--- config.mk ---
export PLATFORM = sky130hd
export DESIGN_NAME = sram_pipe_slave
export DESIGN_NICKNAME = d
export VERILOG_FILES = /design/src/rtl/sram_slv_pkg.sv /design/src/rtl/sram_slv_seq.sv /design/src/rtl/sram_slv_dpath.sv /design/src/rtl/sram_slv_strb.sv /design/src/rtl/sram_pipe_slave.sv
export SDC_FILE = /design/constraint.sdc
export NUM_CORES = 1
export LEC_CHECK = 0
export CORE_ASPECT_RATIO = 0.9
export CORE_MARGIN = 5
export CORE_UTILIZATION = 36
export CTS_CLUSTER_DIAMETER = 100
export DETAILED_ROUTE_END_ITERATION = 12
export GPL_ROUTABILITY_DRIVEN = 1
export MAX_ROUTING_LAYER = met4
export PLACE_DENSITY = 0.85
export SLEW_MARGIN = 30
export SYNTH_ARGS = -nofsm -noshare
export SYNTH_HDL_FRONTEND = slang
export SYNTH_HIERARCHICAL = 1
export SYNTH_SLANG_ARGS = --single-unit
--- constraint.sdc ---
create_clock -name clk -period 2.39 [get_ports clk]
set_input_delay 0.478 -clock clk [delete_from_list [all_inputs] [get_ports clk]]
set_output_delay 0.478 -clock clk [all_outputs]
set_load 0.02 [all_outputs]
--- src/rtl/sram_slv_pkg.sv ---
`timescale 1ns/1ps
package sram_slv_pkg;
  typedef enum logic [0:0] {
    OP_RD = 1'b0,
    OP_WR = 1'b1
  } sram_op_e;

  localparam logic [1:0] RD_OVERLAP_LVL = 2'd2;
  localparam logic [1:0] WR_OVERLAP_LVL = 2'd0;
endpackage

--- src/rtl/sram_slv_seq.sv ---
`timescale 1ns/1ps
module sram_slv_seq
  import sram_slv_pkg::*;
#(
  parameter int ACC_CYC = 2,
  localparam int CNT_W  = $clog2(ACC_CYC + 1)
) (
  input  logic       clk,
  input  logic       rst,
  input  logic       rd_i,
  input  logic       wr_i,
  output logic       take_rd,
  output logic       take_wr,
  output logic       capture,
  output logic       last,
  output logic       wr_win,
  output logic [1:0] rdy_cnt
);
  localparam logic [CNT_W-1:0] ONE  = CNT_W'(1);
  localparam logic [CNT_W-1:0] LOAD = CNT_W'(ACC_CYC);

  logic [CNT_W-1:0] cnt;
  sram_op_e         op;
  logic             busy;

  assign busy    = (cnt != '0);
  assign last    = (cnt == ONE);
  // overlap only read behind read, on the final access cycle
  assign take_rd = rd_i && (!busy || (last && op == OP_RD));
  assign take_wr = wr_i && !rd_i && !busy;
  assign capture = last && (op == OP_RD);
  assign wr_win  = (op == OP_WR) && (cnt > ONE);

  always_ff @(posedge clk) begin
    if (rst) begin
      cnt <= '0;
      op  <= OP_RD;
    end else if (take_rd) begin
      cnt <= LOAD;
      op  <= OP_RD;
    end else if (take_wr) begin
      cnt <= LOAD;
      op  <= OP_WR;
    end else if (busy) begin
      cnt <= cnt - ONE;
    end
  end

  generate
    if (CNT_W == 2) begin : g_narrow
      assign rdy_cnt = cnt;
    end else begin : g_sat
      assign rdy_cnt = (|cnt[CNT_W-1:2]) ? 2'd3 : cnt[1:0];
    end
  endgenerate

  assert_countdown_R6: assert property (@(posedge clk) disable iff (rst)
    (rdy_cnt != 2'd0 && !rd_i && !wr_i) |=>
      (rdy_cnt < $past(rdy_cnt) || $past(rdy_cnt) == 2'd3));

  assert_idle_hold_R6: assert property (@(posedge clk) disable iff (rst)
    (rdy_cnt == 2'd0 && !rd_i && !wr_i) |=> (rdy_cnt == 2'd0));
endmodule

--- src/rtl/sram_slv_dpath.sv ---
`timescale 1ns/1ps
module sram_slv_dpath #(
  parameter int ADDR_W = 10,
  parameter int DATA_W = 32,
  parameter int RAM_DW = 16
) (
  input  logic              clk,
  input  logic              rst,
  input  logic              take_rd,
  input  logic              take_wr,
  input  logic              capture,
  input  logic [ADDR_W-1:0] addr_i,
  input  logic [DATA_W-1:0] wr_data_i,
  input  logic [RAM_DW-1:0] ram_din_i,
  output logic [ADDR_W-1:0] ram_addr_o,
  output logic [RAM_DW-1:0] ram_dout_o,
  output logic [DATA_W-1:0] rd_data_o
);
  logic [DATA_W-1:0] din_ext;

  generate
    if (RAM_DW < DATA_W) begin : g_pad
      assign din_ext = {{(DATA_W-RAM_DW){1'b0}}, ram_din_i};
    end else begin : g_full
      assign din_ext = ram_din_i[DATA_W-1:0];
    end
  endgenerate

  always_ff @(posedge clk) begin
    if (rst) begin
      ram_addr_o <= '0;
      ram_dout_o <= '0;
      rd_data_o  <= '0;
    end else begin
      if (take_rd || take_wr) ram_addr_o <= addr_i;
      if (take_wr)            ram_dout_o <= wr_data_i[RAM_DW-1:0];
      if (capture)            rd_data_o  <= din_ext;
    end
  end

  assert_result_hold_R2: assert property (@(posedge clk) disable iff (rst)
    !capture |=> $stable(rd_data_o));
endmodule

--- src/rtl/sram_slv_strb.sv ---
`timescale 1ns/1ps
module sram_slv_strb (
  input  logic clk,
  input  logic rst,
  input  logic take_rd,
  input  logic take_wr,
  input  logic last,
  input  logic wr_win,
  output logic ram_ncs_o,
  output logic ram_noe_o,
  output logic ram_nwe_o
);
  always_ff @(posedge clk) begin
    if (rst) begin
      ram_ncs_o <= 1'b1;
      ram_noe_o <= 1'b1;
    end else if (take_rd) begin
      ram_ncs_o <= 1'b0;
      ram_noe_o <= 1'b0;
    end else if (take_wr) begin
      ram_ncs_o <= 1'b0;
      ram_noe_o <= 1'b1;
    end else if (last) begin
      ram_ncs_o <= 1'b1;
      ram_noe_o <= 1'b1;
    end
  end

  // half-cycle offset gives address setup and hold around the strobe
  always_ff @(negedge clk) begin
    if (rst) ram_nwe_o <= 1'b1;
    else     ram_nwe_o <= !wr_win;
  end

  assert_oe_we_excl_R5: assert property (@(posedge clk) disable iff (rst)
    !(!ram_noe_o && !ram_nwe_o));
endmodule

--- src/rtl/sram_pipe_slave.sv ---
`timescale 1ns/1ps
module sram_pipe_slave
  import sram_slv_pkg::*;
#(
  parameter int ADDR_W  = 10,
  parameter int DATA_W  = 32,
  parameter int RAM_DW  = 16,
  parameter int ACC_CYC = 2
) (
  input  logic              clk,
  input  logic              rst,
  input  logic [ADDR_W-1:0] addr_i,
  input  logic [DATA_W-1:0] wr_data_i,
  input  logic              rd_i,
  input  logic              wr_i,
  output logic [DATA_W-1:0] rd_data_o,
  output logic [1:0]        rdy_cnt_o,
  output logic [1:0]        rd_pipe_lvl_o,
  output logic [1:0]        wr_pipe_lvl_o,
  output logic [ADDR_W-1:0] ram_addr_o,
  output logic [RAM_DW-1:0] ram_dout_o,
  input  logic [RAM_DW-1:0] ram_din_i,
  output logic              ram_ncs_o,
  output logic              ram_noe_o,
  output logic              ram_nwe_o
);
  logic take_rd, take_wr, capture, last, wr_win;

  assign rd_pipe_lvl_o = RD_OVERLAP_LVL;
  assign wr_pipe_lvl_o = WR_OVERLAP_LVL;

  sram_slv_seq #(.ACC_CYC(ACC_CYC)) u_seq (
    .clk(clk), .rst(rst), .rd_i(rd_i), .wr_i(wr_i),
    .take_rd(take_rd), .take_wr(take_wr), .capture(capture),
    .last(last), .wr_win(wr_win), .rdy_cnt(rdy_cnt_o)
  );

  sram_slv_dpath #(.ADDR_W(ADDR_W), .DATA_W(DATA_W), .RAM_DW(RAM_DW)) u_dpath (
    .clk(clk), .rst(rst), .take_rd(take_rd), .take_wr(take_wr),
    .capture(capture), .addr_i(addr_i), .wr_data_i(wr_data_i),
    .ram_din_i(ram_din_i), .ram_addr_o(ram_addr_o),
    .ram_dout_o(ram_dout_o), .rd_data_o(rd_data_o)
  );

  sram_slv_strb u_strb (
    .clk(clk), .rst(rst), .take_rd(take_rd), .take_wr(take_wr),
    .last(last), .wr_win(wr_win), .ram_ncs_o(ram_ncs_o),
    .ram_noe_o(ram_noe_o), .ram_nwe_o(ram_nwe_o)
  );

  assert_rd_open_R1: assert property (@(posedge clk) disable iff (rst)
    (rd_i && rdy_cnt_o == 2'd0) |=>
      (!ram_ncs_o && !ram_noe_o && ram_addr_o == $past(addr_i) && rdy_cnt_o != 2'd0));

  assert_wr_dropped_R7: assert property (@(posedge clk) disable iff (rst)
    (wr_i && !rd_i && rdy_cnt_o != 2'd0) |=> ($stable(ram_addr_o) && $stable(ram_dout_o)));

  assert_rd_dropped_R7: assert property (@(posedge clk) disable iff (rst)
    (rd_i && rdy_cnt_o >= 2'd2) |=> $stable(ram_addr_o));

  assert_rd_wins_R8: assert property (@(posedge clk) disable iff (rst)
    (rd_i && wr_i && rdy_cnt_o == 2'd0) |=> (!ram_noe_o && $stable(ram_dout_o)));
endmodule

### Yosys cells after proc, flatten, opt, wreduce, memory -nomap -nowiden

Cells that the tools add are included.

| word-level totals | value |
|---|---|
| word-level logic and storage cells | 36 |
| bits of input ports | 62 |
| output and inout port bits | 67 |
| memories | 0 |
| memory bits (read-only) | 0 |
| bits in latches | 0 |
| bits in registers | 48 |
| bits in writable memories | 0 |

| operators by class | value |
|---|---|
| divide/modulo/power cells | 0 |
| shifts and indexed selects | 0 |
| mux-type cells | 8 |
| order comparisons | 1 |
| reductions and logical operators | 15 |
| $mul | 0 |
| equality and inequality tests | 1 |
| add/sub/neg operators | 1 |
| bitwise gates (word level) | 1 |

Operators with widths:

| cell | number |
|---|---|
| 2-bit two-way mux | 3 |
| 3-bit nonzero test | 2 |
| 1-bit logical AND | 5 |
| 1-bit two-way mux | 5 |
| 1-bit logical NOT | 3 |
| 3-bit OR reduction | 1 |
| 2-bit by 1-bit == test with 1-bit output (second input constant) | 1 |
| 2-bit by 1-bit > comparator with 1-bit output (second input constant) | 1 |
| 1-bit logical OR | 2 |
| 2-bit nonzero test | 1 |
| 2-bit OR reduction | 1 |
| 2-bit by 1-bit subtractor with 2-bit output (second input constant) | 1 |
| 1-bit inverter | 1 |

### Logic depth before layout (Yosys ltp)

| depth | value |
|---|---|
| depth after elaboration | 5 |
| depth in mapped cells | 6 |
| mapped depth without buffers | 4 |

### Cells and area by module

The synthesis kept the hierarchy.

By module, submodules not included:

| module | area an instance (µm²) | cells an instance | times used | seq. area each (µm²) |
|---|---|---|---|---|
| sram_slv_dpath | 1665.3 | 165 | 1 | 840.8 |
| sram_slv_seq | 163.9 | 19 | 1 | 60.1 |
| sram_slv_strb | 97.6 | 10 | 1 | 60.1 |
| sram_pipe_slave | 37.5 | 6 | 1 | 0.0 |

==> summary.txt <==
Clock tree
  • CTS tree: built
  • Clock sink count: 48
  • Post-CTS Setup Repair Bufs: 0
  • Number of buffers created by CTS: 5
  • Clk Latency, worst-skew pair: 0.34 ns
  • Clock buffer depth: 2
  • H-tree lvl count: 2
  • Root Driver: clkbuf_8
  • CTS clk-pin slew, worst paths: 0.08 ns

Setup path
  • Worst stage delay on the critical path: 0.30 ns
  • Element type at the critical path end: primary output
  • CP cell instances: buf_6
  • Classification of the worst setup path: reg2out
  • Maximum net fanout on the critical path: 1
  • CP startpoint kind: flip-flop
  • Critical Path AT: 1.96 ns
  • Slowest cell on crit path: dfxtp_2
  • CP bufs+invs: 1
  • Critical path required time: 1.91 ns
  • Reg2Reg Setup Slack: 0.47 ns
  • Cell family with most CP delay: flip-flops

Synthesis
  • Synthesized area: 1960 um^2
  • Synth Area in XOR/XNOR: 0
  • Synth warnings: 6
  • Post-synthesis cell count: 200
  • Synth cell types: 23
  • Compound-gate portion of the synthesized area: 0.0758
  • #FFs+latches synth: 48
  • Mux cell area share after synthesis: 0.163
  • Post-synthesis adder-cell area fraction: 0
  • Main combinational cell family by area after synthesis: multiplexers
  • Synth Area in Simple Gates: 0.145
  • Seq/Total Area, Yosys: 0.489
  • Syn Area/Cell: 9.82 um^2

Routing
  • Routed Antenna Nets: 0
  • DRC viols: 0
  • Final wirelength: 4.67 mm
  • Initial DRT Pass Iterations: 4
  • Drt wl/cell: 13.1 um
  • Via/cell ratio: 4.40
  • DRT iter0 DRCs: 42
  • Via count: 1567

Global route
  • Global router's overall resource usage: 0.132
  • Initial antenna violation count: 0
  • Vias in the first global route: 1501
  • Largest net degree at the start of global routing: 46
  • Total congestion overflow: 0
  • Global-route wire length before repair: 7.12 mm

Power
  • Pleak: 1.12 nW
  • PwrDens: 650 nW/um^2
  • Peak VDD IR: 0.000361 V
  • Total design power: 1.95 mW

Timing
  • Worst Skew: 0.0568 ns
  • Finish-stage setup viols: 1
  • Post-route setup slack: -0.0452 ns
  • Final Hold Viols: 0
  • RSZ-0062 raised after global routing: yes
  • Setup TNS Final: -0.0452 ns
  • Fin. max-slew vios: 0

Hold path
  • Worst Hold Class: in2reg

Placement
  • Placed insts: 349
  • Number of port buffers: 92
  • Area after DPL: 2860 um^2
  • Dpl hpwl: 3.45 mm
  • Gp weighted congestion: 0.715

Finish
  • Nets: 351
  • Final non-filler cell total: 356
  • Layout cell share with drive strength beyond 1: 0.0692
  • Util after Layout: 0.566
  • Area delta synth->final: 52.4%
  • Antenna cells: 0
  • Post-route cell area: 2990 um^2

Die
  • Starting density of the core: 0.372
  • CORE AREA: 5290 um^2
  • Width of the die: 87.9 um
  • Std cell rows: 25
  • Io pins: 129
  • DIE AREA: 7040 um^2
  • Chip height: 80.1 um

Status
  • Status: complete, but fails checks
  • Failing checks: negative setup slack

Run
  • Max-cap check violation count: 0
==> kinds of logic after synthesis <==
group,after synthesis
AND/OR/NAND/NOR,56
flip-flops,48
buffers and inverters,36
multiplexers,32
AO/OA/AOI/OAI,25
other,3
==> cell usage after synthesis (all sizes together) <==
cell type	n	area [um^2]
a21oi	10	50.1
dfxtp	48	961
inv	4	15.0
and2b	2	17.5
buf	25	196
mux2i	32	320
clkbuf	7	26.3
nor3	2	10.0
and2	1	6.26
nor2	36	135
nand2	2	7.51
or3b	11	96.3
a311oi	1	8.76
conb	3	11.3
nand2b	1	6.26
a221oi	1	15.0
o21bai	1	7.51
o21ai	11	55.1
o31ai	1	12.5
and3	1	6.26
==> final cells by class <==
| cell class | count | area, um^2 |
|---|---|---|
| inverter | 3 | 11.3 |
| tap | 67 | 83.8 |
| fill | 474 | 2290 |
| clock inverter | 3 | 63.8 |
| clock buffer | 5 | 68.8 |
| sequential | 48 | 962 |
| multi-input combinational | 133 | 837 |
| timing repair buffer | 97 | 967 |
==> cells in the final DEF (no fill, tap or decap), types with 2 or more instances in the layout <==
master,n
clkdlybuf4s50_1,90
dfxtp_1,47
nor2_1,35
mux2i_1,32
conb_1,20
or3b_1,11
o21ai_0,10
a21oi_1,10
clkbuf_8,5
buf_4,4
inv_1,4
bufinv_16,2
and2b_2,2
nand2_1,2
nor3_1,2
==> sequential cells by signal, indices dropped and copies added (netlist names) <==
name and flops:
u_strb/ram_nwe_o 1, u_dpath/rd_data_o 16, u_dpath/ram_dout_o 16, u_strb/ram_noe_o 1
u_seq/op 1, u_seq/rdy_cnt 2, u_dpath/ram_addr_o 10, u_strb/ram_ncs_o 1
==> routing by layer <==
metal | vias up | GRT usage | wire [um]
met5 | - | - | 0
met4 | 0 | 0.0276 | 17
met3 | 2 | 0.0441 | 437
met2 | 67 | 0.220 | 2210
met1 | 700 | 0.155 | 2000
li1 | 798 | - | -
==> worst paths after layout <==
path,from,depth (start not counted),endpoint
setup / recovery,u_strb/ram_nwe_o,1,ram_nwe_o
hold / removal,rst,3,u_strb/ram_ncs_o
setup reg to reg,u_seq/rdy_cnt[1],3,u_strb/ram_nwe_o
hold reg to reg,u_dpath/rd_data_o[1],2,u_dpath/rd_data_o[1]
==> stage by stage <==
step / hold slack [ns] / setup slack [ns]
after floorplan: 0.480 / 0.322
after global placement: 0.471 / -0.162
after detailed placement: 0.481 / -0.158
after CTS: 0.426 / -0.0558
after global routing: 0.424 / -0.0741
final: 0.432 / -0.0452
==> what timing repair did <==
action / in CTS / in global routing
resized for setup: 7 / 0
hold buffers: 0 / 0
endpoints found under the setup margin: 1 / 1
==> power breakdown <==
group	switching (mW)	leakage [nW]	internal, mW
clock	0.256	0.0695	0.414
sequential	0.0259	0.391	0.847
combinational	0.198	0.661	0.206
total	0.480	1.12	1.47
Power figures use the tool's default switching activity.
